`src/rtl/i2cTargetPkg.sv`:
```
package i2cTargetPkg;

  localparam int BitsPerByte = 8;
  localparam int ByteEdges   = 2 * BitsPerByte;  // a rise and a fall per bit
  localparam int AckEdges    = 2;
  localparam int EdgeCntW    = $clog2(ByteEdges + 1);

  typedef enum logic [3:0] {
    PH_IDLE,
    PH_START_WAIT,
    PH_ADDR,
    PH_ACK_WADDR,
    PH_ACK_RADDR,
    PH_SEND_NAK,
    PH_RX_DATA,
    PH_WAIT_ACK,
    PH_ACK_RXDATA,
    PH_WAIT_RD,
    PH_TX_DATA,
    PH_RX_CTRL_ACK
  } phaseT;

  // Strobes from the control FSM to the datapath
  typedef struct packed {
    logic loadByte;
    logic loadAck;
    logic rxShiftEn;
    logic txLoad;
    logic txShiftEn;
    logic idxClr;
    logic idxInc;
  } dpCmdT;

  // Per-phase bus behaviour
  typedef struct packed {
    logic drvAck;
    logic drvTx;
    logic hold;
  } phaseFlagsT;

  function automatic phaseFlagsT phaseFlags(phaseT p);
    phaseFlagsT f;
    f = '0;
    case (p)
      PH_ACK_WADDR, PH_ACK_RADDR, PH_ACK_RXDATA: f.drvAck = 1'b1;
      PH_TX_DATA:                                f.drvTx  = 1'b1;
      PH_WAIT_ACK, PH_WAIT_RD:                   f.hold   = 1'b1;
      default:                                   f        = '0;
    endcase
    return f;
  endfunction

endpackage

```
`src/rtl/i2cBusSync.sv`:
```
module i2cBusSync #(
  parameter int STAGES = 2
) (
  input  logic clk,
  input  logic rstN,
  input  logic sclRaw,
  input  logic sdaRaw,
  output logic sclS,
  output logic sdaS,
  output logic sclRise,
  output logic sclFall,
  output logic startSeen,
  output logic stopSeen
);

  logic [STAGES-1:0] sclPipe;
  logic [STAGES-1:0] sdaPipe;
  logic sclPrev;
  logic sdaPrev;

  always_ff @(posedge clk or negedge rstN) begin
    if (!rstN) begin
      sclPipe <= '1;
      sdaPipe <= '1;
      sclPrev <= 1'b1;
      sdaPrev <= 1'b1;
    end else begin
      sclPipe[0] <= sclRaw;
      sdaPipe[0] <= sdaRaw;
      for (int i = 1; i < STAGES; i++) begin
        sclPipe[i] <= sclPipe[i-1];
        sdaPipe[i] <= sdaPipe[i-1];
      end
      sclPrev <= sclPipe[STAGES-1];
      sdaPrev <= sdaPipe[STAGES-1];
    end
  end

  assign sclS      = sclPipe[STAGES-1];
  assign sdaS      = sdaPipe[STAGES-1];
  assign sclRise   = sclS & ~sclPrev;
  assign sclFall   = ~sclS & sclPrev;
  assign startSeen = sclS & sclPrev & sdaPrev & ~sdaS;
  assign stopSeen  = sclS & sclPrev & ~sdaPrev & sdaS;

endmodule

```
`src/rtl/i2cTargetDatapath.sv`:
```
module i2cTargetDatapath
  import i2cTargetPkg::*;
#(
  parameter int IDX_W = 8
) (
  input  logic             clk,
  input  logic             rstN,
  input  dpCmdT            cmd,
  input  logic             sclRise,
  input  logic             sclFall,
  input  logic             sdaS,
  input  logic [7:0]       rdData,
  output logic [7:0]       rxByte,
  output logic             txBit,
  output logic [IDX_W-1:0] byteIdx,
  output logic             lastEdge
);

  logic [EdgeCntW-1:0] edgeCnt;
  logic [7:0]          txShift;
  logic                anyEdge;

  assign anyEdge  = sclRise | sclFall;
  assign lastEdge = anyEdge && (edgeCnt == EdgeCntW'(1));
  assign txBit    = txShift[7];

  // Edge counter, reloaded for each phase
  always_ff @(posedge clk or negedge rstN) begin
    if (!rstN) begin
      edgeCnt <= '0;
    end else if (cmd.loadByte) begin
      edgeCnt <= EdgeCntW'(ByteEdges);
    end else if (cmd.loadAck) begin
      edgeCnt <= EdgeCntW'(AckEdges);
    end else if (anyEdge && edgeCnt != '0) begin
      edgeCnt <= edgeCnt - EdgeCntW'(1);
    end
  end

  // Receive shifter, MSB first
  always_ff @(posedge clk or negedge rstN) begin
    if (!rstN) begin
      rxByte <= '0;
    end else if (cmd.rxShiftEn) begin
      rxByte <= {rxByte[6:0], sdaS};
    end
  end

  // Transmit shifter, MSB first
  always_ff @(posedge clk or negedge rstN) begin
    if (!rstN) begin
      txShift <= '1;
    end else if (cmd.txLoad) begin
      txShift <= rdData;
    end else if (cmd.txShiftEn) begin
      txShift <= {txShift[6:0], 1'b1};
    end
  end

  // Byte index
  always_ff @(posedge clk or negedge rstN) begin
    if (!rstN) begin
      byteIdx <= '0;
    end else if (cmd.idxClr) begin
      byteIdx <= '0;
    end else if (cmd.idxInc) begin
      byteIdx <= byteIdx + IDX_W'(1);
    end
  end

  AST_IDX_STEP: assert property (@(posedge clk) disable iff (!rstN)
    (byteIdx != $past(byteIdx)) |-> (byteIdx == '0 || byteIdx == $past(byteIdx) + IDX_W'(1)))
    else $error("byte index jumped");

endmodule

```
`src/rtl/i2cTargetControl.sv`:
```
module i2cTargetControl
  import i2cTargetPkg::*;
#(
  parameter logic [6:0] TARGET_ADDR = 7'h29,
  parameter int         SETTLE      = 3
) (
  input  logic       clk,
  input  logic       rstN,
  input  logic       sclS,
  input  logic       sclRise,
  input  logic       sclFall,
  input  logic       startSeen,
  input  logic       stopSeen,
  input  logic       lastEdge,
  input  logic [7:0] rxByte,
  input  logic       txBit,
  input  logic       usrAckValid,
  input  logic       usrAck,
  input  logic       rdValid,
  output dpCmdT      cmd,
  output logic       sclHoldLow,
  output logic       sdaDriveLow,
  output logic       wrStrobe,
  output logic       rdReq
);

  localparam int         SetW     = $clog2(SETTLE + 1);
  localparam logic [7:0] WrMatch  = {TARGET_ADDR, 1'b0};
  localparam logic [7:0] RdMatch  = {TARGET_ADDR, 1'b1};

  phaseT      phase, phaseNext;
  phaseFlagsT flags;
  logic [SetW-1:0] settleCnt;
  logic leaveWait, wrNext, rdNext;

  always_comb begin
    phaseNext = phase;
    cmd       = '0;
    leaveWait = 1'b0;
    wrNext    = 1'b0;
    rdNext    = 1'b0;
    if (stopSeen) begin
      phaseNext = PH_IDLE;
    end else if (startSeen) begin
      phaseNext = PH_START_WAIT;
    end else begin
      case (phase)
        PH_IDLE: phaseNext = PH_IDLE;
        PH_START_WAIT: begin
          if (sclFall) begin
            phaseNext    = PH_ADDR;
            cmd.loadByte = 1'b1;
          end
        end
        PH_ADDR: begin
          cmd.rxShiftEn = sclRise;
          if (lastEdge) begin
            cmd.loadAck = 1'b1;
            if (rxByte == WrMatch) begin
              phaseNext  = PH_ACK_WADDR;
              cmd.idxClr = 1'b1;
            end else if (rxByte == RdMatch) begin
              phaseNext  = PH_ACK_RADDR;
              cmd.idxClr = 1'b1;
            end else begin
              phaseNext = PH_SEND_NAK;
            end
          end
        end
        PH_ACK_WADDR, PH_ACK_RXDATA: begin
          if (lastEdge) begin
            phaseNext    = PH_RX_DATA;
            cmd.loadByte = 1'b1;
          end
        end
        PH_ACK_RADDR: begin
          if (lastEdge) begin
            phaseNext = PH_WAIT_RD;
            rdNext    = 1'b1;
          end
        end
        PH_SEND_NAK: begin
          if (lastEdge) phaseNext = PH_IDLE;
        end
        PH_RX_DATA: begin
          cmd.rxShiftEn = sclRise;
          if (lastEdge) begin
            phaseNext = PH_WAIT_ACK;
            wrNext    = 1'b1;
          end
        end
        PH_WAIT_ACK: begin
          if (usrAckValid) begin
            phaseNext   = usrAck ? PH_ACK_RXDATA : PH_SEND_NAK;
            cmd.loadAck = 1'b1;
            cmd.idxInc  = 1'b1;
            leaveWait   = 1'b1;
          end
        end
        PH_WAIT_RD: begin
          if (rdValid) begin
            phaseNext    = PH_TX_DATA;
            cmd.txLoad   = 1'b1;
            cmd.loadByte = 1'b1;
            cmd.idxInc   = 1'b1;
            leaveWait    = 1'b1;
          end
        end
        PH_TX_DATA: begin
          cmd.txShiftEn = sclFall;
          if (lastEdge) begin
            phaseNext   = PH_RX_CTRL_ACK;
            cmd.loadAck = 1'b1;
          end
        end
        PH_RX_CTRL_ACK: begin
          cmd.rxShiftEn = sclRise;
          if (lastEdge) begin
            if (!rxByte[0]) begin
              phaseNext = PH_WAIT_RD;
              rdNext    = 1'b1;
            end else begin
              phaseNext = PH_IDLE;
            end
          end
        end
        default: phaseNext = PH_IDLE;
      endcase
    end
  end

  always_ff @(posedge clk or negedge rstN) begin
    if (!rstN) begin
      phase     <= PH_IDLE;
      wrStrobe  <= 1'b0;
      rdReq     <= 1'b0;
      settleCnt <= '0;
    end else begin
      phase    <= phaseNext;
      wrStrobe <= wrNext;
      rdReq    <= rdNext;
      if (stopSeen) begin
        settleCnt <= '0;
      end else if (leaveWait) begin
        settleCnt <= SetW'(SETTLE);
      end else if (settleCnt != '0) begin
        settleCnt <= settleCnt - SetW'(1);
      end
    end
  end

  assign flags       = phaseFlags(phase);
  assign sclHoldLow  = flags.hold | (settleCnt != '0);
  assign sdaDriveLow = flags.drvAck | (flags.drvTx & ~txBit);

  AST_HOLD_SCL_LOW: assert property (@(posedge clk) disable iff (!rstN)
    sclHoldLow |-> !sclS)
    else $error("stretch while SCL seen high");

  AST_SDA_EDGE_LOW: assert property (@(posedge clk) disable iff (!rstN)
    (sdaDriveLow != $past(sdaDriveLow)) |-> !sclS)
    else $error("SDA drive moved while SCL high");

  AST_WR_PULSE: assert property (@(posedge clk) disable iff (!rstN)
    wrStrobe |=> !wrStrobe)
    else $error("write strobe longer than one cycle");

  AST_RD_PULSE: assert property (@(posedge clk) disable iff (!rstN)
    rdReq |=> !rdReq)
    else $error("read request longer than one cycle");

  AST_STOP_RELEASE: assert property (@(posedge clk) disable iff (!rstN)
    stopSeen |=> (!sclHoldLow && !sdaDriveLow))
    else $error("bus not released after STOP");

endmodule

```
`src/rtl/i2cTargetFsm.sv`:
```
module i2cTargetFsm
  import i2cTargetPkg::*;
#(
  parameter logic [6:0] TARGET_ADDR = 7'h29,
  parameter int         IDX_W       = 8,
  parameter int         SETTLE      = 3,
  parameter int         SYNC_STAGES = 2
) (
  input  logic             clk,
  input  logic             rstN,
  input  logic             sclIn,
  input  logic             sdaIn,
  output logic             sclHoldLow,
  output logic             sdaDriveLow,
  output logic             wrStrobe,
  output logic [7:0]       wrData,
  output logic [IDX_W-1:0] byteIndex,
  input  logic             usrAckValid,
  input  logic             usrAck,
  output logic             rdReq,
  input  logic             rdValid,
  input  logic [7:0]       rdData
);

  logic  sclS, sdaS, sclRise, sclFall, startSeen, stopSeen;
  logic  lastEdge, txBit;
  logic [7:0] rxByte;
  dpCmdT cmd;

  i2cBusSync #(.STAGES(SYNC_STAGES)) sync_i (
    .clk(clk), .rstN(rstN), .sclRaw(sclIn), .sdaRaw(sdaIn),
    .sclS(sclS), .sdaS(sdaS), .sclRise(sclRise), .sclFall(sclFall),
    .startSeen(startSeen), .stopSeen(stopSeen)
  );

  i2cTargetControl #(.TARGET_ADDR(TARGET_ADDR), .SETTLE(SETTLE)) ctrl_i (
    .clk(clk), .rstN(rstN), .sclS(sclS), .sclRise(sclRise), .sclFall(sclFall),
    .startSeen(startSeen), .stopSeen(stopSeen), .lastEdge(lastEdge),
    .rxByte(rxByte), .txBit(txBit), .usrAckValid(usrAckValid), .usrAck(usrAck),
    .rdValid(rdValid), .cmd(cmd), .sclHoldLow(sclHoldLow),
    .sdaDriveLow(sdaDriveLow), .wrStrobe(wrStrobe), .rdReq(rdReq)
  );

  i2cTargetDatapath #(.IDX_W(IDX_W)) dp_i (
    .clk(clk), .rstN(rstN), .cmd(cmd), .sclRise(sclRise), .sclFall(sclFall),
    .sdaS(sdaS), .rdData(rdData), .rxByte(rxByte), .txBit(txBit),
    .byteIdx(byteIndex), .lastEdge(lastEdge)
  );

  assign wrData = rxByte;

endmodule

```
`config.mk`:
```
export PLATFORM = sky130hd
export DESIGN_NAME = i2cTargetFsm
export DESIGN_NICKNAME = d
export VERILOG_FILES = /design/src/rtl/i2cTargetPkg.sv /design/src/rtl/i2cBusSync.sv /design/src/rtl/i2cTargetDatapath.sv /design/src/rtl/i2cTargetControl.sv /design/src/rtl/i2cTargetFsm.sv
export SDC_FILE = /design/constraint.sdc
export NUM_CORES = 1
export LEC_CHECK = 0
export BUFFER_PORTS_ARGS = -buffer_cell sky130_fd_sc_hd__buf_4
export CAP_MARGIN = 30
export CORE_MARGIN = 10
export CORE_UTILIZATION = 45
export CTS_BUF_LIST = sky130_fd_sc_hd__clkbuf_16
export CTS_CLUSTER_SIZE = 28
export DETAILED_ROUTE_END_ITERATION = 6
export PLACE_DENSITY_LB_ADDON = 0.12
export SLEW_MARGIN = 15
export SYNTH_ARGS = -nofsm -noshare
export SYNTH_HDL_FRONTEND = slang
export SYNTH_SLANG_ARGS = --single-unit
```
`constraint.sdc`:
```
create_clock -name clk -period 2.5 [get_ports clk]
set_input_delay 0.125 -clock clk [delete_from_list [all_inputs] [get_ports clk]]
set_output_delay 0.125 -clock clk [all_outputs]
set_load 0.05 [all_outputs]
```
==> flow_metrics.py, run 1 <==
metrics = {
    "outcome": {
        "status": "completed",
    },
    "flow_run": {
        "maxCapViolCount": 0,
    },
    "critical_path": {
        "worstSetupPathType": "flop to output pin",
        "cp_data_required_time_ps": 2380,
        "arrival_ps": 2040,
        "critPathCaptureType": "output pin",
        "worstPathMaxFanout": 10,
        "reg2reg_from": "sync_i.sclPipe[1]",
        "critPathMaxStageDelay_ps": 620,
        "ff2ff_path_depth": 7,
        "cp_cell_sequence": "buf_4, nor2b_1, a21oi_1, o21ai_0, buf_4",
        "crit_slowest_cell": "dfrtp_1",
        "crit_buf_inv": 2,
        "reg2reg_slack_ps": 350,
        "critPathMostFrequentCell": "buf_4",
        "setup.worst_path.start_class": "flop",
        "reg2reg_to": "ctrl_i.phase[0]",
        "cp_top_family": "flip-flops",
    },
    "synthesis": {
        "yosysTopAreaCellShare_pct": 28.9,
        "synth-edff-count": 0,
        "synth-seq-cells": 43,
        "synth_cells": 244,
        "syn-num-nets": 267,
        "netlist_top_cells_area": "dfrtp_1 (29%), dfstp_2 (15%), mux2_4 (4.2%)",
        "ys_seq_area_share_pct": 43.5,
        "synth_ff_type": "dfrtp_1",
        "synth.distinct_cells": 62,
        "yosys_warnings": 0,
        "syn_area_per_cell_um2": 10.3,
        "ys_async_sr_fraction_pct": 100,
        "synth_top_area_cell": "dfrtp_1",
        "synthesis.area_um2": 2510,
    },
    "drt": {
        "final_antenna_net_count": 0,
        "viasPerCell": 5.37,
        "drtPass1Iterations": 4,
        "num_vias": 1933,
        "drt_iter0_drc": 94,
        "drc_errors": 0,
        "wirelength_mm": 5.57,
        "wire_per_inst_um": 15.5,
    },
    "timing": {
        "setup_viol": 0,
        "slew_headroom_pct": 64.0,
        "grt_setup_unrepaired": "no",
        "fin_skew_ps": 4.88,
        "finalHoldViolations": 0,
        "report.final.slew_viol_count": 0,
        "hold_ws_ps": 51.7,
        "period_share_pct": 86.5,
        "max_freq_mhz": 462,
        "worstMarginPinSlew_ps": 540,
        "tns_ps": 0,
        "finalCriticalPeriod_ps": 2160,
    },
    "clocking": {
        "clock_sinks": 43,
        "cts-root-buf": "clkbuf_16",
        "htreeDepth": 2,
        "cts_resized": 0,
        "tritoncts": "done",
        "clk_pin_slew_ps": 60,
        "hold_buffers": 3,
        "clkLatencyLatePin_ps": 280,
        "cts_max_path_buffers": 2,
        "numCtsBuffers": 5,
        "post_cts_buffers": 0,
    },
    "cells_and_area": {
        "final_util_pct": 55.5,
        "num_antenna_cells": 0,
        "layout-drive-gt1-share_pct": 31.6,
        "final_common_cell": "buf_4",
        "mostFrequentLayoutCells": "buf_4 (43), dfrtp_1 (29), nand2_1 (27), nor2_1 (19), dfstp_2 (14)",
        "nets": 310,
        "synthToLayoutAreaGrowth_pct": 20.9,
    },
    "global_route": {
        "grt_first_pass_wirelength_mm": 9.49,
        "antenna_found_initial": 0,
        "grt_usage_pct": 13.1,
        "grt_max_degree": 44,
        "grt_overflow_total": 0,
        "grt_pass1_vias": 1884,
    },
    "floorplanning": {
        "die-area_um2": 8980,
        "ios": 35,
        "die_w_um": 94.7,
        "rows": 27,
        "initial_core_util_pct": 45.9,
        "die_y_um": 94.7,
        "core_um2": 5470,
    },
    "power_and_ir_drop": {
        "clock_power_share_pct": 27.5,
        "p_sw_share_pct": 34.1,
        "share_seq_of_total_power_pct": 45.3,
        "ir_worst_vdd_mv": 0.448,
        "leakagePower_nw": 1.36,
        "switchingPower_mw": 0.781,
        "internal_power_mw": 1.51,
        "power.density_nw_per_um2": 753,
        "p_comb_share_pct": 27.2,
    },
    "hold_path": {
        "holdPathEnd": "dp_i.txShift[0]",
        "hold_start": "rdData[0]",
        "whs_path_depth": 3,
        "min_path_type": "primary input to flop",
    },
    "place": {
        "gp_congestion": 0.861,
        "dp_hpwl_mm": 4.08,
        "numPortBuffers": 34,
    },
}
[worst register-to-register path, delay by kind of cell (launching register included)]
kind,cells,cell delay (ps)
fa+ha+maj,1,180
buf+inv,1,50
compound gates,2,500
flops,1,550
simple gates,1,190
mux,2,580
[power by group through the flow]
stage          combinational, mW  sequential (mW)  clock, mW
2_1_floorplan              0.376             1.10          0
3_3_place_gp               0.611             1.04          0
3_5_place_dp               0.627             1.05          0
4_1_cts                    0.634             1.04      0.642
5_1_grt                    0.694             1.06      0.671
6_report                   0.623             1.04      0.629
[kinds of logic (layout without fill, tap and decap cells)]
| kind of cell | Yosys count | after routing | share of synthesized area, % |
|---|---|---|---|
| AO/OA/AOI/OAI | 56 | 56 | 17.7 |
| XOR/XNOR | 13 | 13 | 5.28 |
| AND/OR/NAND/NOR | 94 | 94 | 20.5 |
| multiplexers | 9 | 9 | 5.08 |
| buffers and inverters | 21 | 65 | 4.03 |
| flip-flops | 43 | 43 | 43.5 |
| adder cells (fa/ha/maj) | 8 | 8 | 3.98 |
[sequential cells by signal (all words and copies together) (netlist names)]
signal and flops:
dp_i.rxByte 8, sync_i.sclPrev 1, sync_i.sdaPipe 2, dp_i.txShift 8
sync_i.sdaPrev 1, ctrl_i.settleCnt 2, ctrl_i.wrStrobe 1, ctrl_i.rdReq 1
dp_i.edgeCnt 5, dp_i.byteIdx 8, sync_i.sclPipe 2, ctrl_i.phase 4
[how the worst max path moves through the flow]
stage	startpoint	to	slack [ps]	cells past startpoint
floorplan	ctrl_i.phase[1]	sclHoldLow	330	5
global placement	sync_i.sclPipe[1]	ctrl_i.phase[0]	390	7
detailed placement	sync_i.sclPipe[1]	ctrl_i.phase[0]	390	7
CTS	ctrl_i.phase[2]	sclHoldLow	350	5
global route	ctrl_i.phase[2]	sclHoldLow	160	5
finish	ctrl_i.phase[2]	sclHoldLow	340	5
[metrics by stage]
step                cells  cell area, um2  setup WS (ps)  power [mW]
finish                360            3040            337        2.29
CTS                   360            3040            346        2.31
global route          360            3040            157        2.43
global placement      349            2870            387        1.66
floorplan             244            2510            332        1.48
detailed placement    349            2870            395        1.67
[layout make-up]
cell class	instances	area, um2
clock buffers	5	125
inverters	11	41.3
clock inverters	3	16.3
flip-flops and latches	43	1090
repair buffers	46	353
well taps	72	90.1
fillers	518	2430
multi-input cells	180	1320
[synthesized netlist by cell type, types with 2 or more instances]
cell,number
xor2_1,8
inv_1,10
nor3_1,7
o22ai_1,3
a22oi_1,7
mux2_4,7
buf_4,2
nand3_1,5
a31oi_1,2
a2111oi_4,2
buf_2,6
or3_1,3
o2bb2ai_1,2
dfrtp_1,29
nor2b_1,3
ha_1,8
a21oi_1,12
dfstp_2,14
a21o_1,3
a22o_1,3
nand3b_1,3
xnor2_1,4
nand4_1,4
nor2_2,3
nand2_1,27
o21ai_0,10
nand2b_1,3
and3_1,2
nor2_1,19
[routing by layer]
metal,GRT usage [%],vias to the layer above,routed length [um]
met2,20.0,43,2580
li1,-,958,-
met5,0,-,0
met3,3.65,6,319
met4,4.86,0,76
met1,17.3,926,2600
(Power assumes the default switching activity.)
==> inputs of run 2 (changes only) <==
--- a/config.mk
+++ b/config.mk
@@ -5,6 +5,7 @@
 export SDC_FILE = /design/constraint.sdc
 export NUM_CORES = 1
 export LEC_CHECK = 0
+export ABC_AREA = 1
 export BUFFER_PORTS_ARGS = -buffer_cell sky130_fd_sc_hd__buf_4
 export CAP_MARGIN = 30
 export CORE_MARGIN = 10
==> run 2 against run 1 <==
  * Count of clock-buffer cells in the layout did not move
  * Worst hold slack gained 9.3 ps
  * Synthesized cell count rose by 40%
  * Largest power group is now combinational cells
==> flow_metrics.py, run 2 <==
metrics = {
    "place": {
        "gp_congestion": 0.934,
        "numPortBuffers": 34,
        "dp.cells": 448,
        "dp_hpwl_mm": 4.48,
    },
    "power_and_ir_drop": {
        "p_sw_share_pct": 44.8,
        "ir_worst_vdd_mv": 0.551,
        "share_seq_of_total_power_pct": 34.3,
        "clock_power_share_pct": 18.7,
        "leakagePower_nw": 1.63,
        "switchingPower_mw": 1.46,
        "internal_power_mw": 1.81,
        "total_power_mw": 3.27,
        "p_comb_share_pct": 47.1,
        "power.density_nw_per_um2": 1070,
    },
    "clocking": {
        "tritoncts": "done",
        "cts_max_path_buffers": 2,
        "htreeDepth": 2,
        "cts-root-buf": "clkbuf_16",
        "clkLatencyLatePin_ps": 280,
        "clk_pin_slew_ps": 60,
        "numCtsBuffers": 5,
        "clock_sinks": 43,
    },
    "drt": {
        "drt_iter0_drc": 121,
        "num_vias": 2247,
        "viasPerCell": 4.90,
        "wirelength_mm": 5.81,
        "wl_met1_mm": 2.69,
        "wire_per_inst_um": 12.7,
        "drtPass1Iterations": 4,
        "dr_wl_met3_um": 368,
        "route.met2.wl_mm": 2.65,
        "highest_layer": "met4",
        "drc_errors": 0,
        "final_antenna_net_count": 0,
    },
    "synthesis": {
        "synth_top_area_cell": "dfrtp_1",
        "syn_area_per_cell_um2": 7.44,
        "synthesis.area_um2": 2540,
        "netlist_top_cells_area": "dfrtp_1 (29%), nand2_1 (15%), dfstp_2 (14%)",
        "yosysMostFrequentCell": "nand2_1",
        "synth-edff-count": 0,
        "synth_commonest_cells": "nand2_1 (103), inv_1 (56), nor2_1 (38)",
        "synth-seq-cells": 43,
        "synth.distinct_cells": 30,
        "ys_async_sr_fraction_pct": 100,
        "syn-num-nets": 365,
        "synth_ff_type": "dfrtp_1",
        "yosys_warnings": 0,
        "synth_cells": 342,
        "ys_seq_area_share_pct": 43.0,
        "yosysTopAreaCellShare_pct": 28.5,
    },
    "global_route": {
        "grt_first_pass_wirelength_mm": 10.1,
        "grt_usage_pct": 13.7,
        "antenna_found_initial": 0,
        "grt_max_degree": 44,
        "grt_pass1_vias": 2217,
        "grt_overflow_total": 0,
    },
    "cells_and_area": {
        "mostFrequentLayoutCells": "nand2_1 (103), inv_1 (57), nor2_1 (38), buf_4 (36), dfrtp_1 (29)",
        "register_area_um2": 1090,
        "multi_input_area_um2": 1210,
        "layout-drive-gt1-share_pct": 19.9,
        "num_antenna_cells": 0,
        "final_common_cell": "nand2_1",
        "fillers": 533,
        "synthToLayoutAreaGrowth_pct": 20.0,
        "nets": 409,
        "stdcell_count": 459,
        "final_util_pct": 55.5,
        "largestRegisters": "dp_i.byteIdx x8, dp_i.rxByte x8, dp_i.txShift x8",
    },
    "critical_path": {
        "ff2ff_path_depth": 12,
        "setup.worst_path.start_class": "flop",
        "cp_data_required_time_ps": 2670,
        "worstPathMaxFanout": 5,
        "worstSetupPathType": "flop to flop",
        "critPathCaptureType": "flop",
        "arrival_ps": 2150,
    },
    "timing": {
        "fin_skew_ps": 5.96,
        "report.final.slew_viol_count": 0,
        "setup_viol": 0,
        "finalHoldViolations": 0,
        "period_share_pct": 79.2,
        "worstMarginPinSlew_ps": 597,
        "finalCriticalPeriod_ps": 1980,
        "grt_setup_unrepaired": "no",
        "slew_headroom_pct": 60.1,
        "hold_ws_ps": 61.0,
        "max_freq_mhz": 505,
        "tns_ps": 0,
    },
    "floorplanning": {
        "ios": 35,
        "core_um2": 5510,
        "rows": 27,
        "initial_core_util_pct": 46.2,
        "die-area_um2": 9060,
        "die_y_um": 95.2,
        "die_w_um": 95.2,
    },
    "hold_path": {
        "min_path_type": "primary input to flop",
        "whs_path_depth": 3,
    },
    "outcome": {
        "status": "completed",
    },
    "flow_run": {
        "maxCapViolCount": 0,
    },
}
-- run 2: cell count changes after synthesis, moves of 7 or more --
cell / before / now
inv_1: 10 / 56
nor2_1: 19 / 38
nand2_1: 27 / 103
a22oi_1: 7 / 0
mux2_4: 7 / 0
nand3_1: 5 / 23
-- run 2: power groups by stage --
| stage | registers (mW) | clock network (mW) | logic, mW |
|---|---|---|---|
| after detailed placement | 1.13 | 0 | 1.54 |
| after global placement | 1.12 | 0 | 1.54 |
| after global routing | 1.16 | 0.663 | 1.73 |
| final | 1.12 | 0.610 | 1.54 |
| after CTS | 1.12 | 0.634 | 1.55 |
| after floorplan | 1.36 | 0 | 0.899 |
-- run 2: routing by layer --
metal / track usage (%) / up-vias
met1: 17.0 / 1023
li1: - / 1166
met4: 5.36 / 0
met3: 3.85 / 8
met5: 0 / -
met2: 22.2 / 50
-- run 2: what timing repair did --
action	in CTS	in global routing
buffers inserted	0	0
resized for setup	0	0
setup endpoints to repair	0	0
endpoints found under the hold margin	31	0
hold buffers	3	0
-- run 2: kinds of logic after synthesis --
kind of cell    count (synthesis)  share of synthesized area [%]
compound gates                 34                           8.36
xor+xnor                        3                           1.03
fa+ha+maj                       8                           3.93
buf+inv                        60                           9.29
flops                          43                           43.0
simple gates                  194                           34.4
-- run 2: worst max-delay path: stages, from the launching register on --
cell     delay (ps)
dfstp_2         540
inv_1            40
ha_1            290
inv_1            50
nand2_1          40
nor2_1          270
nand2_1         170
o21ai_2         160
inv_1           100
nand2_1          70
nand2_1          40
inv_1            50
nand2_1          50
-- run 2: final timing paths --
check | slack (ps) | to | start
setup / recovery | 520 | dp_i.edgeCnt[4] | sync_i.sclPrev
hold / removal | 60 | dp_i.txShift[6] | rdData[6]
setup reg to reg | 520 | dp_i.edgeCnt[4] | sync_i.sclPrev
hold reg to reg | 360 | sync_i.sclPipe[1] | sync_i.sclPipe[0]
max in group asynchronous | 1760 | dp_i.txShift[1] | rstN
min in group asynchronous | 370 | dp_i.rxByte[6] | rstN
-- run 2: area by class of cell --
class	count	area share, %
inverter	58	7.13
sequential	43	35.8
timing repair buffer	39	9.83
clock buffer	5	4.10
tap	72	2.95
multi-input combinational	239	39.8
clock inverter	3	0.410
-- run 2: stage by stage --
stage	setup WS, ps	cell area [um2]
after floorplan	566	2540
after global placement	640	2890
after detailed placement	545	2890
after CTS	519	3050
after global routing	257	3050
final	520	3050
==> inputs of run 3 (changes only) <==
==> constraint.sdc (replaced) <==
create_clock -name clk -period 1.8 [get_ports clk]
set_input_delay 0.09 -clock clk [delete_from_list [all_inputs] [get_ports clk]]
set_output_delay 0.09 -clock clk [all_outputs]
set_load 0.05 [all_outputs]
==> run 3 against run 2 <==
  * Routed wire length increased by 0.95%
  * Worst hold slack worse by 33 ps
  * Flip-flop and latch count unchanged
  * Critical path depth down 2
  * Largest power group unchanged
  * Count of clock-buffer cells in the layout unchanged
  * Total power grew 42%
  * Largest cell class unchanged
  * First-iteration DRC count decreased by 19%
==> flow_metrics.py, run 3 (synthesis results as in run 2) <==
metrics = {
    "cells_and_area": {
        "largestRegisters": "dp_i.byteIdx x8, dp_i.rxByte x8, dp_i.txShift x8",
        "stdcell_count": 469,
        "synthToLayoutAreaGrowth_pct": 26.3,
        "final_util_pct": 58.4,
        "fillers": 514,
        "layout-drive-gt1-share_pct": 27.0,
        "final_common_cell": "nand2_1",
        "mostFrequentLayoutCells": "nand2_1 (97), inv_1 (53), buf_4 (45), nor2_1 (35), dfrtp_1 (29)",
        "nets": 419,
        "num_antenna_cells": 0,
        "stdcell_area_um2": 3210,
    },
    "critical_path": {
        "ff2ff_path_depth": 10,
        "critPathMostFrequentCell": "nand2_1",
        "reg2reg_from": "sync_i.sclPipe[1]",
        "arrival_ps": 1920,
        "crit_slowest_cell": "dfstp_2",
        "reg2reg_slack_ps": 80,
        "critPathCaptureType": "flop",
        "cp_data_required_time_ps": 2000,
        "worstPathMaxFanout": 7,
        "reg2reg_to": "dp_i.txShift[7]",
        "critPathMaxStageDelay_ps": 580,
        "setup.worst_path.start_class": "flop",
        "worstSetupPathType": "flop to flop",
        "cp_cell_sequence": "ha_2, nand2_1, nand2_1, nand2_4, buf_4, nand3_4, nand2_4, inv_1, nand2_1, o211ai_1",
    },
    "clocking": {
        "clk_pin_slew_ps": 60,
        "cts_max_path_buffers": 2,
        "cts-root-buf": "clkbuf_16",
        "clkLatencyLatePin_ps": 280,
        "htreeDepth": 2,
        "numCtsBuffers": 5,
        "clock_sinks": 43,
        "tritoncts": "done",
    },
    "timing": {
        "slew_headroom_pct": 59.9,
        "grt_setup_unrepaired": "yes",
        "max_freq_mhz": 581,
        "report.final.slew_viol_count": 0,
        "hold_ws_ps": 27.8,
        "period_share_pct": 95.7,
        "setup_viol": 0,
        "fin_skew_ps": 2.77,
        "worstMarginPinSlew_ps": 600,
        "finalCriticalPeriod_ps": 1720,
        "finalHoldViolations": 0,
    },
    "drt": {
        "wire_per_inst_um": 12.5,
        "viasPerCell": 4.90,
        "final_antenna_net_count": 0,
        "num_vias": 2296,
        "drc_errors": 0,
        "wirelength_mm": 5.86,
        "drt_iter0_drc": 98,
        "drtPass1Iterations": 4,
    },
    "floorplanning": {
        "core_um2": 5510,
        "rows": 27,
        "initial_core_util_pct": 46.2,
        "die-area_um2": 9060,
        "die_y_um": 95.2,
        "die_w_um": 95.2,
        "ios": 35,
    },
    "global_route": {
        "grt_first_pass_wirelength_mm": 9.67,
        "grt_pass1_vias": 2132,
        "top_usage_layer": "met2",
        "gr-usage-met2_pct": 22.1,
        "grt_overflow_total": 0,
        "grt_usage_pct": 13.1,
        "grt_max_degree": 44,
        "gr-usage-met1_pct": 16.0,
        "grt_use_met3_pct": 3.69,
        "antenna_found_initial": 0,
    },
    "place": {
        "dp.cells": 455,
        "placed_cell_area_um2": 2940,
        "dp_hpwl_mm": 4.55,
        "gp_congestion": 0.958,
        "numPortBuffers": 34,
    },
    "hold_path": {
        "min_path_type": "primary input to flop",
        "whs_path_depth": 3,
        "holdPathEnd": "dp_i.txShift[1]",
        "hold_start": "rdData[1]",
    },
    "power_and_ir_drop": {
        "ir_worst_vdd_mv": 0.801,
        "leakagePower_nw": 1.68,
        "power.density_nw_per_um2": 1440,
        "total_power_mw": 4.63,
    },
    "flow_run": {
        "maxCapViolCount": 0,
    },
    "outcome": {
        "status": "completed",
    },
}
[run 3: cell types whose count changed in the layout (fill, tap and decap cells not counted), moves of 2 or more]
cell	previous run	this run
buf_4	36	45
ha_1	8	6
inv_1	57	53
inv_2	2	5
nand2_1	103	97
nand2_2	5	10
nand3_1	23	18
nand3_2	2	7
nor2_1	38	35
nor2_2	2	4
[run 3: per-stage QoR]
step                      setup TNS [ps]  setup slack (ps)
final                                  0              78.2
after CTS                              0              1.11
after detailed placement            -189             -64.9
after global routing               -66.9             -29.3
after floorplan                        0              36.0
after global placement             -48.2             -18.6
[run 3: cell type report]
class                           count  area, um2  area share (%)
Clock inverter                      3       15.0           0.467
Clock buffer                        5        125            3.89
Multi-Input combinational cell    239       1290            40.2
Sequential cell                    43       1090            34.0
Timing Repair Buffer               49        379            11.8
Inverter                           58        218            6.78
Tap cell                           72       90.1            2.80
[run 3: report_power, final]
group          switching [mW]  internal (mW)  leakage (nW)  total (mW)
Sequential              0.240           1.32         0.526        1.56
Combinational            1.49          0.726          1.09        2.22
Clock                   0.347          0.503        0.0649       0.851
[run 3: how the worst max path moves through the flow]
stage,from,to,slack [ps]
after global placement,sync_i.sclPrev,dp_i.edgeCnt[4],-20
after floorplan,sync_i.sclPrev,dp_i.edgeCnt[4],40
after detailed placement,sync_i.sclPrev,dp_i.edgeCnt[4],-60
after CTS,sync_i.sclPrev,dp_i.edgeCnt[4],1
final,sync_i.sclPipe[1],dp_i.txShift[7],80
after global routing,sync_i.sclPipe[1],dp_i.txShift[7],-30
[run 3: repair_timing]
item / 4_1_cts / 5_1_grt
pin swaps: 0 / 6
setup buffers: 0 / 3
hold buffers: 3 / 0
endpoints found under the setup margin: 13 / 21
hold endpoints to repair: 31 / 0
cloned: 0 / 0
resized for setup: 2 / 21
[run 3: critical path, delay by kind of cell (launching register included)]
kind,cells,cell delay (ps)
flops,1,580
compound gates,1,80
fa+ha+maj,1,230
buf+inv,2,240
simple gates,6,520
[run 3: per-layer routing]
metal / wire, um / up-vias
met1: 2590 / 1071
met2: 2860 / 42
li1: - / 1176
met5: 0 / -
met3: 346 / 7
met4: 68 / 0
